--- src/rtl/sfu_pkg.sv ---
package sfu_pkg;

  localparam int FLAGS = 8;
  localparam int IDX_W = $clog2(FLAGS);
  localparam int OP_W  = 5;

  localparam int POS_C = 0;
  localparam int POS_Z = 1;
  localparam int POS_N = 2;
  localparam int POS_V = 3;
  localparam int POS_S = 4;
  localparam int POS_H = 5;
  localparam int POS_T = 6;
  localparam int POS_I = 7;

  localparam logic [OP_W-1:0] OP_NOP  = 5'd0;
  localparam logic [OP_W-1:0] OP_SETI = 5'd1;
  localparam logic [OP_W-1:0] OP_CLRI = 5'd2;
  localparam logic [OP_W-1:0] OP_BST  = 5'd3;
  localparam logic [OP_W-1:0] OP_BLD  = 5'd4;

  localparam int OP_NAMED_BIT = 4;
  localparam int OP_SETVAL_BIT = 3;

  function automatic logic [IDX_W-1:0] name_to_pos(input logic [2:0] code);
    logic [IDX_W-1:0] p;
    case (code)
      3'd0:    p = IDX_W'(POS_C);
      3'd1:    p = IDX_W'(POS_N);
      3'd2:    p = IDX_W'(POS_Z);
      3'd3:    p = IDX_W'(POS_I);
      3'd4:    p = IDX_W'(POS_S);
      3'd5:    p = IDX_W'(POS_V);
      3'd6:    p = IDX_W'(POS_T);
      default: p = IDX_W'(POS_H);
    endcase
    return p;
  endfunction

endpackage

--- src/rtl/sfu_decode.sv ---
module sfu_decode
  import sfu_pkg::*;
#(
  parameter int DATA_W = 8,
  localparam int BIT_W = $clog2(DATA_W)
) (
  input  logic              clk,
  input  logic              rst,
  input  logic [OP_W-1:0]   op,
  input  logic [IDX_W-1:0]  idx,
  input  logic [BIT_W-1:0]  bit_sel,
  input  logic [DATA_W-1:0] opnd,
  output logic [FLAGS-1:0]  frc_mask,
  output logic [FLAGS-1:0]  frc_val,
  output logic              ld_en
);

  logic              sel_bit;
  logic              tgt_en;
  logic              tgt_val;
  logic [IDX_W-1:0]  tgt_pos;

  always_comb begin
    sel_bit = 1'b0;
    for (int i = 0; i < DATA_W; i++) begin
      if (bit_sel == BIT_W'(i)) sel_bit = opnd[i];
    end
  end

  always_comb begin
    tgt_en  = 1'b0;
    tgt_val = 1'b0;
    tgt_pos = '0;
    ld_en   = 1'b0;
    if (op[OP_NAMED_BIT]) begin
      tgt_en  = 1'b1;
      tgt_val = op[OP_SETVAL_BIT];
      tgt_pos = name_to_pos(op[2:0]);
    end else begin
      case (op)
        OP_SETI: begin tgt_en = 1'b1; tgt_val = 1'b1; tgt_pos = idx; end
        OP_CLRI: begin tgt_en = 1'b1; tgt_val = 1'b0; tgt_pos = idx; end
        OP_BST:  begin tgt_en = 1'b1; tgt_val = sel_bit; tgt_pos = IDX_W'(POS_T); end
        OP_BLD:  ld_en = 1'b1;
        default: ;
      endcase
    end
  end

  always_comb begin
    frc_mask = '0;
    frc_val  = '0;
    for (int i = 0; i < FLAGS; i++) begin
      if (tgt_en && tgt_pos == IDX_W'(i)) begin
        frc_mask[i] = 1'b1;
        frc_val[i]  = tgt_val;
      end
    end
  end

  // a command forces at most one flag
  p_single_target_r6: assert property (@(posedge clk) disable iff (rst)
    $onehot0(frc_mask));

  // a load never forces a flag
  p_load_no_force_r5: assert property (@(posedge clk) disable iff (rst)
    ld_en |-> (frc_mask == '0));

endmodule

--- src/rtl/sfu_flag_reg.sv ---
module sfu_flag_reg
  import sfu_pkg::*;
(
  input  logic             clk,
  input  logic             rst,
  input  logic [FLAGS-1:0] frc_mask,
  input  logic [FLAGS-1:0] frc_val,
  input  logic [FLAGS-1:0] alu_we,
  input  logic [FLAGS-1:0] alu_val,
  output logic [FLAGS-1:0] flags_q
);

  always_ff @(posedge clk) begin
    if (rst) begin
      flags_q <= '0;
    end else begin
      for (int i = 0; i < FLAGS; i++) begin
        if (frc_mask[i])     flags_q[i] <= frc_val[i];
        else if (alu_we[i])  flags_q[i] <= alu_val[i];
      end
    end
  end

  p_reset_clear_r1: assert property (@(posedge clk)
    rst |=> (flags_q == '0));

  for (genvar g = 0; g < FLAGS; g++) begin : g_chk
    p_force_wins_r8: assert property (@(posedge clk) disable iff (rst)
      frc_mask[g] |=> (flags_q[g] == $past(frc_val[g])));
    p_alu_write_r7: assert property (@(posedge clk) disable iff (rst)
      (alu_we[g] && !frc_mask[g]) |=> (flags_q[g] == $past(alu_val[g])));
    p_hold_r2: assert property (@(posedge clk) disable iff (rst)
      (!alu_we[g] && !frc_mask[g]) |=> $stable(flags_q[g]));
  end

endmodule

--- src/rtl/sfu_bit_insert.sv ---
module sfu_bit_insert #(
  parameter int DATA_W = 8,
  localparam int BIT_W = $clog2(DATA_W)
) (
  input  logic              clk,
  input  logic              rst,
  input  logic              ld_en,
  input  logic [BIT_W-1:0]  bit_sel,
  input  logic [DATA_W-1:0] opnd,
  input  logic              t_bit,
  output logic [DATA_W-1:0] res_q,
  output logic              vld_q
);

  logic [DATA_W-1:0] ins;

  for (genvar g = 0; g < DATA_W; g++) begin : g_ins
    assign ins[g] = (bit_sel == BIT_W'(g)) ? t_bit : opnd[g];
  end

  always_ff @(posedge clk) begin
    if (rst) begin
      res_q <= '0;
      vld_q <= 1'b0;
    end else begin
      vld_q <= ld_en;
      if (ld_en) res_q <= ins;
    end
  end

  p_pulse_r5: assert property (@(posedge clk) disable iff (rst)
    ld_en |=> vld_q);

  p_keep_r5: assert property (@(posedge clk) disable iff (rst)
    !ld_en |=> $stable(res_q) && !vld_q);

  p_t_inserted_r5: assert property (@(posedge clk) disable iff (rst)
    ld_en |=> (res_q[$past(bit_sel)] == $past(t_bit)));

endmodule

--- src/rtl/stat_flag_unit.sv ---
module stat_flag_unit
  import sfu_pkg::*;
#(
  parameter int DATA_W = 8,
  localparam int BIT_W = $clog2(DATA_W)
) (
  input  logic              clk,
  input  logic              rst,
  input  logic [4:0]        cmd_op,
  input  logic [2:0]        cmd_idx,
  input  logic [BIT_W-1:0]  cmd_bit,
  input  logic [DATA_W-1:0] cmd_opnd,
  input  logic [7:0]        alu_we,
  input  logic [7:0]        alu_flags,
  output logic [7:0]        sreg,
  output logic [DATA_W-1:0] bld_data,
  output logic              bld_valid
);

  logic [FLAGS-1:0] frc_mask;
  logic [FLAGS-1:0] frc_val;
  logic             ld_en;

  sfu_decode #(.DATA_W(DATA_W)) u_dec (
    .clk      (clk),
    .rst      (rst),
    .op       (cmd_op),
    .idx      (cmd_idx),
    .bit_sel  (cmd_bit),
    .opnd     (cmd_opnd),
    .frc_mask (frc_mask),
    .frc_val  (frc_val),
    .ld_en    (ld_en)
  );

  sfu_flag_reg u_flags (
    .clk      (clk),
    .rst      (rst),
    .frc_mask (frc_mask),
    .frc_val  (frc_val),
    .alu_we   (alu_we),
    .alu_val  (alu_flags),
    .flags_q  (sreg)
  );

  sfu_bit_insert #(.DATA_W(DATA_W)) u_ins (
    .clk     (clk),
    .rst     (rst),
    .ld_en   (ld_en),
    .bit_sel (cmd_bit),
    .opnd    (cmd_opnd),
    .t_bit   (sreg[POS_T]),
    .res_q   (bld_data),
    .vld_q   (bld_valid)
  );

  p_store_t_r4: assert property (@(posedge clk) disable iff (rst)
    (cmd_op == OP_BST) |=> (sreg[POS_T] == $past(cmd_opnd[cmd_bit])));

  p_named_r6: assert property (@(posedge clk) disable iff (rst)
    cmd_op[OP_NAMED_BIT] |=>
      (sreg[name_to_pos($past(cmd_op[2:0]))] == $past(cmd_op[OP_SETVAL_BIT])));

  p_indexed_set_r2: assert property (@(posedge clk) disable iff (rst)
    (cmd_op == OP_SETI) |=> sreg[$past(cmd_idx)]);

  p_indexed_clr_r3: assert property (@(posedge clk) disable iff (rst)
    (cmd_op == OP_CLRI) |=> !sreg[$past(cmd_idx)]);

  p_load_flags_r5: assert property (@(posedge clk) disable iff (rst)
    ((cmd_op == OP_BLD) && (alu_we == '0)) |=> $stable(sreg));

  p_reserved_r9: assert property (@(posedge clk) disable iff (rst)
    (!cmd_op[OP_NAMED_BIT] && (cmd_op == OP_NOP || cmd_op > OP_BLD) && (alu_we == '0))
      |=> ($stable(sreg) && !bld_valid));

endmodule

--- config.mk ---
export PLATFORM = sky130hd
export DESIGN_NAME = stat_flag_unit
export DESIGN_NICKNAME = d
export VERILOG_FILES = /design/src/rtl/sfu_pkg.sv /design/src/rtl/sfu_decode.sv /design/src/rtl/sfu_flag_reg.sv /design/src/rtl/sfu_bit_insert.sv /design/src/rtl/stat_flag_unit.sv
export SDC_FILE = /design/constraint.sdc
export NUM_CORES = 1
export LEC_CHECK = 0
export BUFFER_PORTS_ARGS = -buffer_cell sky130_fd_sc_hd__buf_2
export CAP_MARGIN = 20
export CORE_MARGIN = 1.5
export CORE_UTILIZATION = 40
export CTS_CLUSTER_DIAMETER = 150
export DETAILED_ROUTE_END_ITERATION = 7
export PLACE_DENSITY = 0.69
export SYNTH_ARGS = -nofsm -noshare
export SYNTH_HDL_FRONTEND = slang
export SYNTH_SLANG_ARGS = --single-unit
--- constraint.sdc ---
create_clock -name clk -period 1.97 [get_ports clk]
set_input_delay 0.2955 -clock clk [delete_from_list [all_inputs] [get_ports clk]]
set_output_delay 0.2955 -clock clk [all_outputs]
set_load 0.005 [all_outputs]
==> results of run 1 <==
## area by class of cell
cell class | count | area (um^2) | area share (%)
Clock buffer | 3 | 22.5 | 1.49
Clock inverter | 1 | 5.00 | 0.331
Inverter | 1 | 3.75 | 0.249
Multi-Input combinational cell | 112 | 825 | 54.6
Sequential cell | 17 | 340 | 22.5
Tap cell | 33 | 41.3 | 2.73
Timing Repair Buffer | 54 | 273 | 18.1
## stage by stage
step           cell area, um^2  hold WS (ps)  total power, mW  cells  worst slack [ps]
2_1_floorplan             1240           374            0.537    142               460
3_3_place_gp              1480           487            0.607    217               293
3_5_place_dp              1480           489            0.617    217               242
4_1_cts                   1510           283            0.800    221               539
5_1_grt                   1510           287            0.842    221               400
6_report                  1510           285            0.797    221               525
## worst max-delay path by stage
stage	startpoint	end	slack [ps]	depth (start not counted)
detailed placement	cmd_op[4]	u_flags.flags_q[5]	240	6
CTS	cmd_op[4]	u_flags.flags_q[5]	540	6
finish	cmd_op[2]	u_flags.flags_q[1]	530	6
global route	cmd_op[1]	u_flags.flags_q[7]	400	6
floorplan	cmd_op[1]	u_flags.flags_q[7]	460	6
global placement	cmd_bit[0]	u_flags.flags_q[1]	290	5
## power by group through the flow
stage | sequential (mW) | combinational [mW] | clock, mW
after global routing | 0.376 | 0.263 | 0.204
after detailed placement | 0.381 | 0.236 | 0
after CTS | 0.373 | 0.236 | 0.190
after global placement | 0.380 | 0.227 | 0
after floorplan | 0.379 | 0.158 | 0
final | 0.373 | 0.236 | 0.188
## logic make-up after synthesis
group	count (synthesis)	share of synthesized area, %
simple gates	52	23.4
compound gates	41	27.0
mux	18	15.1
flops	17	27.4
buf+inv	13	6.05
fa+ha+maj	1	0.908
## registers in the layout, summed over array words and instances, names as in the netlist
signal	flops
u_flags.flags_q	8
u_ins.res_q	8
u_ins.vld_q	1
## worst reg2reg max path, cell delays in order (launching register included)
cell	delay, ps
dfxtp_1	560
mux2i_1	130
a311o_1	330
o31ai_1	60
## per-layer routing
layer	GRT usage, %	vias to the layer above	share of wire (%)	routed length, um
li1	-	636	-	-
met1	22.2	599	42	1240
met2	30.2	38	53	1550
met3	2.42	3	4.6	134
met4	8.12	0	0.44	13
met5	0	-	0	0
## layout by cell type (no fill, tap or decap), types with 3 or more instances in the layout
master,count
buf_2,53
dfxtp_1,17
nor2_1,13
mux2i_1,12
a211oi_1,10
nand2_1,9
a31oi_1,6
nor2b_1,5
mux2_2,5
nand3b_1,4
nand3_1,4
nor3b_1,4
a311o_1,4
nor3_1,3
clkbuf_4,3
==> flow_summary.json, run 1 <==
{
  "r2r-start": "u_flags.flags_q[6]",
  "holdCritStartpoint": "cmd_op[3]",
  "rsz0062_at_grt": "false",
  "track_usage_pct": 17.7,
  "power_density_nw_per_um2": 528,
  "clock_path_buffers": 2,
  "cp_max_fo": 8,
  "drtIter0Drc": 48,
  "yosysSeqAreaShare_pct": 27.4,
  "comb_power_share_pct": 29.6,
  "num-nets-final": 226,
  "n_fill_cell": 297,
  "hold_violations": 0,
  "cts.sinks": 17,
  "slew_viol_final": 0,
  "place.gp.congestion": 0.865,
  "max-slew-margin-rel_pct": 66.9,
  "yosysTopAreaCellShare_pct": 27.4,
  "crit_arrival_ps": 1650,
  "fin_crit_ps": 1440,
  "maxCapViolCount": 0,
  "share_seq_of_total_power_pct": 46.8,
  "die_w_um": 58.7,
  "first_pass_iters": 6,
  "async_flop_share_pct": 0,
  "ir_worst_vdd_mv": 0.216,
  "cpPeakStageDelay_ps": 370,
  "cts_hold_buf": 0,
  "cts_tree": "built",
  "yosys_warnings": 0,
  "grt_overflow": 0,
  "htree_levels": 1,
  "syn_area_um2": 1240,
  "place_hpwl_mm": 2.34,
  "wl_per_cell_um": 13.3,
  "status": "complete, no violations",
  "cts-buffers-inserted": 3,
  "crit_top_cell": "a31oi_1",
  "worst_pin_slew_ps": 494,
  "slowest_stage": "a31oi_1",
  "ff2ff_path_depth": 3,
  "via_count": 1276,
  "worstPathRequired_ps": 2180,
  "tns_ps": 0,
  "grt_pass1_vias": 1143,
  "hold_end": "u_ins.vld_q",
  "rr_endpoint": "u_flags.flags_q[6]",
  "vias_per_cell": 5.77,
  "post-route-period-util_pct": 73.3,
  "grt_pass1_wl_mm": 4.84,
  "fmax_mhz": 692,
  "p_clk_share_pct": 23.5,
  "core_area_um2": 3000,
  "path_buf_inv": 1,
  "swShare_pct": 31.4,
  "synth-edff-count": 0,
  "end_kind": "flop",
  "finalClockSkew_ps": 2.18,
  "initial_core_util_pct": 41.3,
  "grt_max_degree": 22,
  "synth_area_leaders": "dfxtp_1 (27%), mux2i_1 (9.7%), a211oi_1 (6.1%), mux2_2 (4.5%), nor2_1 (3.9%)",
  "syn_nets": 179,
  "io_buffers": 53,
  "leakagePower_nw": 0.659,
  "path_cells": "buf_2 > nor2_2 > nand3b_1 > a31oi_1 > a31oi_1 > a311oi_1",
  "synthTopCellsByCount": "dfxtp_1 (17), nor2_1 (13), mux2i_1 (12)",
  "postLayoutCoreUtil_pct": 50.3,
  "ant_nets": 0,
  "synth.most_common_cell": "dfxtp_1",
  "antenna_found_initial": 0,
  "avgSynthCellArea_um2": 8.73,
  "wl_mm": 2.94,
  "reg2reg_slack_ps": 810,
  "post_cts_buffers": 0,
  "antenna_cells": 0,
  "clock_latency_ps": 290,
  "intPower_mw": 0.547,
  "dieArea_um2": 3440,
  "startpoint_type": "input port",
  "setup_violations": 0,
  "num_rows": 20,
  "synth-main-ff-cell": "dfxtp_1",
  "drive_gt1_share_pct": 38.8,
  "synth.distinct_cells": 46,
  "path_class": "input port to flop",
  "syn_to_final_growth_pct": 21.8,
  "clk_pin_slew_ps": 100,
  "synthCells": 142,
  "critPathTopFamily": "compound AO/OA/AOI/OAI gates",
  "cts_resized": 0,
  "drc": 0,
  "ctsRootBufferMaster": "clkbuf_4",
  "dieHeight_um": 58.7,
  "io_pins": 54,
  "p_switching_mw": 0.250,
  "worstHoldPathCells": 2,
  "ys_ff_latch": 17,
  "yosysTopAreaCell": "dfxtp_1",
  "hp-class": "input port to flop"
}
(Power assumes the default switching activity.)
==> inputs of run 2 (changes only) <==
- PLACE_DENSITY: 0.69 -> 0.72
- clock period: 1.97 -> 1.2 ns (I/O delays scaled with it)
==> run 2 against run 1 <==
Against the previous run:
- the flow now finishes with violations (setup timing)
- via count is 13% higher
- largest power group unchanged
- total power is 90% higher
- combinational power grew to 2.5 times the previous value
==> flow_summary.json, run 2 (synthesis results as in run 1) <==
{
  "placed_area_um2": 1790,
  "grt.busiest_layer": "met2",
  "path_buf_inv": 4,
  "cts-buffers-inserted": 3,
  "reg_top3": "u_flags.flags_q (8), u_ins.res_q (8), u_ins.vld_q (1)",
  "clock_path_buffers": 2,
  "layout_common_cells": "buf_2 (49), buf_4 (33), dfxtp_1 (17)",
  "dieHeight_um": 58.7,
  "drc": 0,
  "via_count": 1446,
  "cpPeakStageDelay_ps": 250,
  "power_density_nw_per_um2": 745,
  "finalClockSkew_ps": 0.338,
  "track_usage_pct": 20.4,
  "drive_gt1_share_pct": 59.3,
  "post-route-period-util_pct": 102,
  "antenna_found_initial": 0,
  "reg2reg_slack_ps": 250,
  "htree_levels": 1,
  "ir_worst_vdd_mv": 0.319,
  "grt_pass1_vias": 1275,
  "max-slew-margin-rel_pct": 70.9,
  "hold_violations": 0,
  "cp_max_fo": 8,
  "num-nets-final": 264,
  "io_pins": 54,
  "final_cell_area_um2": 2040,
  "clock_latency_ps": 300,
  "rsz0062_at_grt": "true",
  "setup_violations": 2,
  "worst_pin_slew_ps": 436,
  "vias_per_cell": 5.58,
  "crit_arrival_ps": 1450,
  "final_common_cell": "buf_2",
  "finalHoldWorstSlack_ps": 250,
  "core_area_um2": 3000,
  "grt_max_degree": 22,
  "hp-class": "input port to flop",
  "fin_crit_ps": 1230,
  "syn_to_final_growth_pct": 64.2,
  "worstPathRequired_ps": 1420,
  "violations": "setup timing",
  "startpoint_type": "input port",
  "first_pass_iters": 6,
  "ant_nets": 0,
  "grt_overflow": 0,
  "slowest_stage": "or2_4",
  "worst_slack_ps": -25.3,
  "fmax_mhz": 816,
  "io_buffers": 53,
  "cts_tree": "built",
  "use_met2_pct": 37.7,
  "grt_pass1_wl_mm": 5.52,
  "fin_total_pwr_mw": 1.52,
  "met1_usage_pct": 25.1,
  "antenna_cells": 0,
  "slew_viol_final": 0,
  "wl_per_cell_um": 14.7,
  "critPathTopFamily": "simple AND/OR/NAND/NOR gates",
  "end_kind": "flop",
  "ctsRootBufferMaster": "clkbuf_4",
  "grt_util_met3_pct": 1.32,
  "initial_core_util_pct": 41.3,
  "path_class": "input port to flop",
  "maxCapViolCount": 0,
  "wl_mm": 3.80,
  "dieArea_um2": 3440,
  "clk_pin_slew_ps": 100,
  "pre_cts_ws_ps": -416,
  "cts.sinks": 17,
  "num_rows": 20,
  "status": "complete, but fails checks",
  "path_cells": "buf_12 > buf_6 > or2_4 > buf_6 > nor3_4 > buf_12 > nor2_1 > a211oi_1",
  "place.gp.congestion": 0.846,
  "place_hpwl_mm": 2.76,
  "die_w_um": 58.7,
  "drtIter0Drc": 40,
  "leakagePower_nw": 0.941
}
-- run 2: layer usage --
| metal | vias up | part of all wire (%) |
|---|---|---|
| met5 | - | 0 |
| li1 | 715 | - |
| met2 | 41 | 53 |
| met1 | 686 | 42 |
| met4 | 0 | 0.92 |
| met3 | 4 | 3.4 |
-- run 2: what timing repair did --
action	CTS	global route
pin swaps	6	11
gates cloned	0	2
setup buffers	1	2
resized for setup	12	25
endpoints found under the setup margin	11	16
hold buffers	0	0
-- run 2: final cells by class --
type	instances	area, um^2
fillers	252	967
multi-input cells	112	955
repair buffers	92	668
flip-flops and latches	17	340
well taps	33	41.3
clock buffers	3	22.5
clock inverters	1	5.00
inverters	1	3.75
-- run 2: stage by stage --
step,cells,TNS (ps),util [%]
2_1_floorplan,142,-862,-
3_5_place_dp,250,-5770,59.5
3_3_place_gp,250,-4770,59.5
5_1_grt,259,-672,67.8
4_1_cts,255,-74.7,62.0
6_report,259,-28.6,67.8
-- run 2: tightest hold or removal path, delay by kind of cell --
family          cells  cell delay [ps]
mux                 1              140
buf+inv             1              110
compound gates      1               90
-- run 2: worst paths after layout --
check	startpoint	to	cells after the start
max reg2reg	u_flags.flags_q[0]	u_flags.flags_q[0]	3
min	cmd_opnd[5]	u_ins.res_q[5]	3
max	cmd_op[4]	u_ins.res_q[7]	8
min reg2reg	u_ins.res_q[1]	u_ins.res_q[1]	2
-- run 2: report_power, final --
part / total [mW] / internal, mW / switching [mW] / leakage [nW]
logic: 0.593 / 0.323 / 0.270 / 0.784
registers: 0.608 / 0.593 / 0.0147 / 0.139
clock network: 0.316 / 0.124 / 0.192 / 0.0177
